===== src/rtl/mrd_pkg.sv =====
package mrd_pkg;

  localparam int TGT_W = 5;
  localparam logic [TGT_W-1:0] TGT_DRAM    = 5'b00001;
  localparam logic [TGT_W-1:0] TGT_PCIE    = 5'b00010;
  localparam logic [TGT_W-1:0] TGT_LEGACY  = 5'b00100;
  localparam logic [TGT_W-1:0] TGT_INTR    = 5'b01000;
  localparam logic [TGT_W-1:0] TGT_INVALID = 5'b10000;

  // fixed windows below 4 GB, byte addresses, inclusive bounds
  localparam logic [31:0] BIOS_LO = 32'hFFE0_0000;
  localparam logic [31:0] BIOS_HI = 32'hFFFF_FFFF;
  localparam logic [31:0] MSG_LO  = 32'hFEE0_0000;
  localparam logic [31:0] MSG_HI  = 32'hFEEF_FFFF;
  localparam logic [31:0] APIC_LO = 32'hFEC0_0000;
  localparam logic [31:0] APIC_HI = 32'hFECF_FFFF;

  typedef struct packed {
    logic load;   // capture a new decode
    logic drop;   // current result consumed with nothing behind it
  } mrdStrobe_t;

endpackage


===== src/rtl/mrd_ctrl.sv =====
module mrd_ctrl
  import mrd_pkg::*;
(
  input  logic       clk,
  input  logic       rstN,
  input  logic       reqValid,
  input  logic       rspReady,
  output logic       reqReady,
  output logic       rspValid,
  output mrdStrobe_t strobe
);

  logic validQ;

  assign reqReady    = !validQ || rspReady;
  assign strobe.load = reqValid && reqReady;
  assign strobe.drop = validQ && rspReady && !reqValid;

  always_ff @(posedge clk or negedge rstN) begin
    if (!rstN)            validQ <= 1'b0;
    else if (strobe.load) validQ <= 1'b1;
    else if (strobe.drop) validQ <= 1'b0;
  end

  assign rspValid = validQ;

endmodule


===== src/rtl/mrd_decode.sv =====
module mrd_decode
  import mrd_pkg::*;
#(
  parameter int ADDR_W      = 39,
  parameter int GRAN_W      = 20,
  parameter int DRAM_MAX_MB = 32768,
  localparam int CFG_W      = ADDR_W - GRAN_W
)(
  input  logic [ADDR_W:0]    addr,
  input  logic               isWrite,
  input  logic [CFG_W-1:0]   topMem,
  input  logic [CFG_W-1:0]   lowTop,
  input  logic [CFG_W-1:0]   highTop,
  input  logic [CFG_W-1:0]   stolenSize,
  input  logic [CFG_W-1:0]   remapBase,
  input  logic [CFG_W-1:0]   remapLimit,
  input  logic               apicToPcie,
  output logic [TGT_W-1:0]   target,
  output logic [ADDR_W-1:0]  dramAddr
);

  localparam logic [CFG_W-1:0] FOUR_G_MB = CFG_W'(1) << (32 - GRAN_W);
  localparam logic [CFG_W-1:0] MAX_MB    = CFG_W'(DRAM_MAX_MB);
  localparam int PAD_W = ADDR_W - 32;

  logic [ADDR_W-1:0] addrLow;
  logic [CFG_W-1:0]  addrMb;
  logic [CFG_W-1:0]  topClamped;
  logic [CFG_W-1:0]  stolenBase;
  logic [CFG_W-1:0]  remapMb;
  logic overRange, inBios, inMsg, inApic, inStolen, inRemap, inLowDram, inHighDram;

  function automatic logic inWindow(input logic [ADDR_W-1:0] a,
                                    input logic [31:0] lo, input logic [31:0] hi);
    return (a >= {{PAD_W{1'b0}}, lo}) && (a <= {{PAD_W{1'b0}}, hi});
  endfunction

  assign addrLow   = addr[ADDR_W-1:0];
  assign addrMb    = addr[ADDR_W-1:GRAN_W];
  assign overRange = addr[ADDR_W];

  assign topClamped = (topMem > MAX_MB) ? MAX_MB : topMem;
  assign stolenBase = (stolenSize > topClamped) ? '0 : topClamped - stolenSize;

  assign inBios     = inWindow(addrLow, BIOS_LO, BIOS_HI);
  assign inMsg      = inWindow(addrLow, MSG_LO, MSG_HI);
  assign inApic     = inWindow(addrLow, APIC_LO, APIC_HI);
  assign inStolen   = (addrMb >= stolenBase) && (addrMb < topClamped);
  assign inRemap    = (addrMb >= FOUR_G_MB) && (remapBase <= remapLimit) &&
                      (addrMb >= remapBase) && (addrMb <= remapLimit);
  assign inLowDram  = addrMb < lowTop;
  assign inHighDram = (addrMb >= FOUR_G_MB) && (addrMb < highTop);
  assign remapMb    = addrMb - remapBase + lowTop;

  always_comb begin
    target   = TGT_LEGACY;
    dramAddr = '0;
    if (overRange)       target = TGT_INVALID;
    else if (inBios)     target = TGT_LEGACY;
    else if (inMsg)      target = isWrite ? TGT_INTR : TGT_INVALID;
    else if (inApic)     target = apicToPcie ? TGT_PCIE : TGT_LEGACY;
    else if (inStolen)   target = TGT_INVALID;
    else if (inRemap) begin
      target   = TGT_DRAM;
      dramAddr = {remapMb, addrLow[GRAN_W-1:0]};
    end
    else if (inLowDram || inHighDram) begin
      target   = TGT_DRAM;
      dramAddr = addrLow;
    end
  end

endmodule


===== src/rtl/mrd_datapath.sv =====
module mrd_datapath
  import mrd_pkg::*;
#(
  parameter int ADDR_W = 39,
  parameter int PORT_W = 2
)(
  input  logic              clk,
  input  logic              rstN,
  input  mrdStrobe_t        strobe,
  input  logic [TGT_W-1:0]  nextTarget,
  input  logic [ADDR_W-1:0] nextDramAddr,
  input  logic [PORT_W-1:0] nextPort,
  output logic [TGT_W-1:0]  target,
  output logic [ADDR_W-1:0] dramAddr,
  output logic              error,
  output logic [PORT_W-1:0] port
);

  always_ff @(posedge clk or negedge rstN) begin
    if (!rstN) begin
      target   <= TGT_LEGACY;
      dramAddr <= '0;
      error    <= 1'b0;
      port     <= '0;
    end else if (strobe.load) begin
      target   <= nextTarget;
      dramAddr <= nextDramAddr;
      error    <= (nextTarget == TGT_INVALID);
      port     <= nextPort;
    end
  end

endmodule


===== src/rtl/mem_route_top.sv =====
module mem_route_top
  import mrd_pkg::*;
#(
  parameter int ADDR_W      = 39,
  parameter int GRAN_W      = 20,
  parameter int PORT_W      = 2,
  parameter int DRAM_MAX_MB = 32768,
  localparam int CFG_W      = ADDR_W - GRAN_W
)(
  input  logic              clk,
  input  logic              rstN,
  input  logic              reqValid,
  output logic              reqReady,
  input  logic [ADDR_W:0]   reqAddr,
  input  logic              reqWrite,
  input  logic [PORT_W-1:0] reqPort,
  input  logic [CFG_W-1:0]  cfgTopMem,
  input  logic [CFG_W-1:0]  cfgLowTop,
  input  logic [CFG_W-1:0]  cfgHighTop,
  input  logic [CFG_W-1:0]  cfgStolenSize,
  input  logic [CFG_W-1:0]  cfgRemapBase,
  input  logic [CFG_W-1:0]  cfgRemapLimit,
  input  logic              cfgApicToPcie,
  output logic              rspValid,
  input  logic              rspReady,
  output logic [TGT_W-1:0]  rspTarget,
  output logic [ADDR_W-1:0] rspDramAddr,
  output logic              rspError,
  output logic [PORT_W-1:0] rspPort
);

  mrdStrobe_t        strobe;
  logic [TGT_W-1:0]  nextTarget;
  logic [ADDR_W-1:0] nextDramAddr;

  mrd_ctrl u_ctrl (
    .clk(clk), .rstN(rstN), .reqValid(reqValid), .rspReady(rspReady),
    .reqReady(reqReady), .rspValid(rspValid), .strobe(strobe)
  );

  mrd_decode #(.ADDR_W(ADDR_W), .GRAN_W(GRAN_W), .DRAM_MAX_MB(DRAM_MAX_MB)) u_decode (
    .addr(reqAddr), .isWrite(reqWrite),
    .topMem(cfgTopMem), .lowTop(cfgLowTop), .highTop(cfgHighTop),
    .stolenSize(cfgStolenSize), .remapBase(cfgRemapBase), .remapLimit(cfgRemapLimit),
    .apicToPcie(cfgApicToPcie), .target(nextTarget), .dramAddr(nextDramAddr)
  );

  mrd_datapath #(.ADDR_W(ADDR_W), .PORT_W(PORT_W)) u_dp (
    .clk(clk), .rstN(rstN), .strobe(strobe),
    .nextTarget(nextTarget), .nextDramAddr(nextDramAddr), .nextPort(reqPort),
    .target(rspTarget), .dramAddr(rspDramAddr), .error(rspError), .port(rspPort)
  );

endmodule


===== config.mk =====
export PLATFORM = sky130hd
export DESIGN_NAME = mem_route_top
export DESIGN_NICKNAME = d
export VERILOG_FILES = /design/src/rtl/mrd_pkg.sv /design/src/rtl/mrd_ctrl.sv /design/src/rtl/mrd_decode.sv /design/src/rtl/mrd_datapath.sv /design/src/rtl/mem_route_top.sv
export SDC_FILE = /design/constraint.sdc
export NUM_CORES = 1
export LEC_CHECK = 0
export BUFFER_PORTS_ARGS = -buffer_cell sky130_fd_sc_hd__clkbuf_2
export CORE_UTILIZATION = 44
export DETAILED_ROUTE_END_ITERATION = 10
export HOLD_SLACK_MARGIN = 0.02
export PLACE_DENSITY = 0.76
export SKIP_CTS_REPAIR_TIMING = 1
export SKIP_LAST_GASP = 1
export SYNTH_ARGS = -nofsm -noshare
export SYNTH_HDL_FRONTEND = slang
export SYNTH_HIERARCHICAL = 1
export SYNTH_SLANG_ARGS = --single-unit

===== constraint.sdc =====
create_clock -name clk -period 3.3 [get_ports clk]
set_clock_uncertainty 0.15 [all_clocks]
set_input_delay 0.33 -clock clk [delete_from_list [all_inputs] [get_ports clk]]
set_output_delay 0.33 -clock clk [all_outputs]
set_load 0.05 [all_outputs]

Word-level counts from Yosys, hierarchy flattened:

Cells that the tools add are included.
W data, S select, Z words.

* bits of input ports: 162
* word-level logic and storage cells: 61
* output and inout bits: 49
* flip-flop bits (word level): 48

* eq/ne operators: 1
* magnitude comparators: 16
* add/subtract/negate cells: 3
* reduce and logical (&&, ||, !) cells: 16
* mux-type cells: 20

Operator list (count)
* $mux W39: 7
* $ge A39 B32 Y1 const B: 3
* $le A39 B32 Y1 const B: 3
* $lt A19 B19 Y1: 3
* $ge A19 B19 Y1: 2
* $le A19 B19 Y1: 2
* $mux W19: 2
* $sub A19 B19 Y19: 2
* $mux W5: 7
* $add A19 B19 Y19: 1
* $ge A19 B13 Y1 const B: 1
* $gt A19 B16 Y1 const B: 1
* $gt A19 B19 Y1: 1
* $logic_and A1 B1 Y1: 11
* $mux W3: 2
* $eq A5 B5 Y1 const B: 1
* $logic_not A1 Y1: 2
* $logic_or A1 B1 Y1: 2
* $mux W1: 2
* $reduce_bool A2 Y1: 1

Longest topological paths before layout:

* depth after elaboration: 12
* gate-level depth with buffers: 28
* mapped depth without buffers: 25

Modules after synthesis:

Netlist, hierarchy kept.

Modules (own cells, without submodules)
* mrd_decode: area each 6256.0 sq um, sequential area each 0.0 sq um, cells an instance 874, instances 1
* mrd_datapath: area each 1835.5 sq um, sequential area each 1177.4 sq um, cells an instance 102, instances 1
* mrd_ctrl: area each 61.3 sq um, sequential area each 25.0 sq um, cells an instance 6, instances 1

Worst setup path before layout:

OpenSTA, ideal clock, no wires.

* path kind: input to register
* start point: in cfgTopMem[3]
* end point: reg u_dp.error
* library setup time: 122 ps
* data arrival time: 5605 ps
* setup slack: -2577 ps
* stages: 27
* path buffers: 2
* required time: 3028 ps
* cells stage by stage: nor4_1 -> nand4_1 -> a2111oi_4 -> clkbuf_1 -> nand2_1 -> inv_1 -> ha_1 -> and3_1 -> and3_1 -> a32oi_1 -> nand4_1 -> and3_1 -> o32ai_1 -> o21a_1 -> or3_1 -> ha_1 -> a21o_1 -> a21o_1 -> a21o_1 -> a2111oi_0 -> o211ai_1 -> nand3_1 -> o211ai_1 -> buf_2 -> nor2_1 -> nor2_1 -> a32o_1

* longest elaborated chain between the ends: 12
* elaborated cells on any way between the ends: 14
* those cells by class: 1 x add/sub; 4 x order compare; 1 x eq/ne; 7 x mux; 1 x reduce/logical

RTL lines
* from (decl): RTL line mem_route_top.sv:17 `input logic [CFG_W-1:0] cfgTopMem,`
* $gt A19 B16 Y1: RTL line mrd_decode.sv:42 `assign topClamped = (topMem > MAX_MB) ? MAX_MB : topMem;`
* $mux W19 (*): RTL line mrd_decode.sv:42
* $sub A19 B19 Y19 / $gt A19 B19 Y1 (equally long branches): RTL line mrd_decode.sv:43 `assign stolenBase = (stolenSize > topClamped) ? '0 : topClamped - stolenSize;`
* $mux W19: RTL line mrd_decode.sv:43
* $ge A19 B19 Y1: RTL line mrd_decode.sv:48 `assign inStolen = (addrMb >= stolenBase) && (addrMb < topClamped);`
* $logic_and A1 B1 Y1 (*): RTL line mrd_decode.sv:48
* $mux W5 (*): RTL line mrd_decode.sv:62 `else if (inStolen) target = TGT_INVALID;`
* $mux W5 (*): RTL line mrd_decode.sv:61 `else if (inApic) target = apicToPcie ? TGT_PCIE : TGT_LEGACY;`
* $mux W5 (*): RTL line mrd_decode.sv:60 `else if (inMsg) target = isWrite ? TGT_INTR : TGT_INVALID;`
* $mux W5 (*): RTL line mrd_decode.sv:59 `else if (inBios) target = TGT_LEGACY;`
* $mux W5 (*): RTL line mrd_decode.sv:58 `if (overRange) target = TGT_INVALID;`
* via nextTarget[0]: RTL line mem_route_top.sv:33 `logic [TGT_W-1:0] nextTarget;`
* $eq A5 B5 Y1 (*): RTL line mrd_datapath.sv:28 `error <= (nextTarget == TGT_INVALID);`
* to (signal assigned): RTL line mrd_datapath.sv:28
* to (decl): RTL line mrd_datapath.sv:15 `output logic error,`

The timed path passes the listed nets; every way through them passes the cells marked *.
A chain may end at the register's enable or synchronous reset.

Worst setup path in the final report:

* start point: in cfgTopMem[7]
* end point: reg u_dp.dramAddr[17]

* longest elaborated chain between the ends: 11
* elaborated cells on any way between the ends: 13
* those cells by class: 1 x add/sub; 4 x order compare; 7 x mux; 1 x reduce/logical

RTL lines
* $gt A19 B16 Y1: RTL line mrd_decode.sv:42
* $mux W19 (*): RTL line mrd_decode.sv:42
* $sub A19 B19 Y19 / $gt A19 B19 Y1 (equally long branches): RTL line mrd_decode.sv:43
* $mux W19: RTL line mrd_decode.sv:43
* $ge A19 B19 Y1: RTL line mrd_decode.sv:48
* $logic_and A1 B1 Y1 (*): RTL line mrd_decode.sv:48
* $mux W39 (*): RTL line mrd_decode.sv:62
* $mux W39 (*): RTL line mrd_decode.sv:61
* $mux W39 (*): RTL line mrd_decode.sv:60
* $mux W39 (*): RTL line mrd_decode.sv:59
* $mux W39 (*): RTL line mrd_decode.sv:58
* via nextDramAddr[17]: RTL line mem_route_top.sv:34 `logic [ADDR_W-1:0] nextDramAddr;`
* to (signal assigned): RTL line mrd_datapath.sv:27 `dramAddr <= nextDramAddr;`
* to (decl): RTL line mrd_datapath.sv:14 `output logic [ADDR_W-1:0] dramAddr,`

Marked as above.

==> key figures <==
Power
  • Cell Pwr Density: 296 nW/µm²
  • Seq pwr share: a little over a fifth
  • Clock group share of total power: 14.7%
  • Combinational share of power: a little under two thirds
  • NetSw: between 1 and 1.5 mW
  • Design internal power: between 1.5 and 2 mW
  • Leakage: ~6.4 nW
  • Switching power as a share of total power: between 40% and 50%
  • Total chip power: 3.44 mW
  • Peak supply drop: 0.499 mV

Cells and area
  • Antenna cell count: 0
  • Final cell count without fillers: between 1,500 and 2,000
  • Area Overhead vs Synth: 42.3%
  • Ratio of cells with drive above 1 in the final layout: roughly 40%
  • Fillers: 1,501
  • Post-layout net count: roughly 1,700

Timing
  • Slew headroom: about 23%
  • Max Slew Vio Count: 0
  • Worst Hold Slack: 119 ps
  • Final setup fails: 43
  • Worst slew pin tran: approximately 1200 ps
  • Post-route setup slack: -2410 ps
  • RSZ-0062 raised after global routing: true
  • Hold Fails Final Rpt: 0
  • Post-route minimum period: between 5000 and 6000 ps
  • Max Clk Rate: roughly 180 MHz
  • TNS Setup: -98,780 ps
  • Final period util: 173%

Clock network
  • CTS tree: yes
  • Clock latency on the worst-skew pair: around 280 ps
  • Clock buffer depth: 2
  • CTS Buf Count: 5
  • Clock sink count: 48
  • Clock H-tree levels: 2
  • Root Buffer: clkbuf_16
  • CTS clk-pin slew, worst paths: 60 ps

Critical path
  • Critical Path RT: around 3400 ps
  • CP bufs+invs: 5
  • Delay-heaviest family, CP: compound AO/OA/AOI/OAI gates
  • CP Launch Type: input port
  • Reg2Reg Depth: 4
  • CP max stage delay: between 400 and 500 ps
  • End of the critical path: u_dp/dramAddr[17]
  • Setup Crit Path Kind: input port to flop
  • Levels on crit path: 28
  • Worst flop-to-flop path startpoint: u_ctrl/rspValid
  • Worst reg-to-reg setup slack: between 1000 and 1500 ps
  • Crit path from: cfgTopMem[7]
  • CP arrival: roughly 5800 ps
  • Critical path capture point type: flop
  • Reg2reg end: u_dp/error
  • Cell with the most instances on the worst path: a21o_1
  • Worst Path Max Fanout: 5
  • Slowest CP cell: a2111oi_4

Routing
  • Post-Route WL: approximately 26,000 µm
  • Pre-antenna DRT Iters: 4
  • Via density per instance: 5.33
  • Wire length per cell: approximately 16 µm
  • Via count: 8,539
  • Routed Antenna Nets: 0
  • Iteration-0 DRC Markers: approximately 370
  • Drt drc: 0

Place
  • GPL Wtd Cong: 0.932
  • Placed Cells: 1,574
  • IO Port Bufs: 210
  • HPWL Detailed: approximately 21,000 µm

Global routing
  • Largest net degree at the start of global routing: slightly below 50
  • Grt total ovfl: 0
  • Initial antenna violation count: 1
  • GRT Util Overall: around a quarter
  • Vias in the first global route: 8,228
  • First-pass GRT wire length: about 39,000 µm

Logic synthesis
  • Synth Warn #: 6
  • Syn_area_per_cell: slightly above 8 µm²
  • Post-Syn Area: ~8100 µm²
  • Mapped Cells: 980

Status
  • Failing checks: setup timing
  • Status: complete, but fails checks

Floorplanning
  • Die width: between 100 and 150 µm
  • Starting Density: a little under half
  • Boundary Pins: ~210
  • Die height: 138 µm
  • FP Rows: 49
  • Core box area: 18,000 µm²
  • Die area: 19,100 µm²

Worst hold path
  • HP Class: input port to asynchronous set/reset pin

Job
  • Max Cap Violations: 0
-- metal layers --
layer	global-route usage, %	vias to the layer above	share of wire (%)
met3	1.97	51	4.6
met1	30.7	3960	42
met5	0	-	0.043
li1	-	4238	-
met4	8.33	2	2.8
met2	44.5	288	51
-- per-stage QoR --
| step | worst slack (ps) | util, % | cell area, µm² |
|---|---|---|---|
| final | -2410 | 64.3 | 11600 |
| after global routing | -2610 | 64.3 | 11600 |
| after CTS | -2230 | 60.8 | 11000 |
| after global placement | -2340 | 59.9 | 10800 |
| after floorplan | -2030 | - | 8280 |
| after detailed placement | -2500 | 59.9 | 10800 |
-- worst min-delay path by stage --
stage          cells past startpoint                end               from
6_report                           1  u_dp/dramAddr[35]               rstN
3_5_place_dp                       1  u_dp/dramAddr[19]  u_dp/dramAddr[19]
5_1_grt                            2       u_dp/port[0]         reqPort[0]
3_3_place_gp                       1         u_dp/error         u_dp/error
4_1_cts                            2       u_dp/port[0]         reqPort[0]
2_1_floorplan                      0    u_ctrl/rspValid               rstN
-- power groups by stage --
stage	Combinational [mW]	Clock, mW	Sequential (mW)
after global placement	1.95	0	0.734
after detailed placement	2.00	0	0.743
after floorplan	0.996	0	1.05
after CTS	2.01	0.509	0.733
after global routing	2.39	0.541	0.747
final	2.20	0.504	0.736
-- cell usage in the layout (no fill, tap or decap), types with 19 or more instances in the layout --
master and n:
a21oi_1 53, mux2_2 27, inv_1 161, o21ai_0 35, ha_1 158, a21o_1 28, dfrtp_1 47, mux2_4 19
clkbuf_2 208, nor2_1 38, buf_4 177, nand2_1 55, nand4_1 19, nor3_1 24
-- flip-flops by register name (all words and copies together) (netlist names) --
register         count
u_ctrl/rspValid      1
u_dp/dramAddr       39
u_dp/error           1
u_dp/port            2
u_dp/target          5
-- cell type report --
cell class | instances | area, µm² | share of cell area, %
inverter | 169 | 642 | 5.54
multi-input combinational | 750 | 6740 | 58.1
clock inverter | 1 | 7.51 | 0.0648
sequential | 48 | 1200 | 10.4
tap | 229 | 287 | 2.47
timing repair buffer | 397 | 2580 | 22.2
clock buffer | 7 | 143 | 1.23
(Power assumes the default switching activity.)
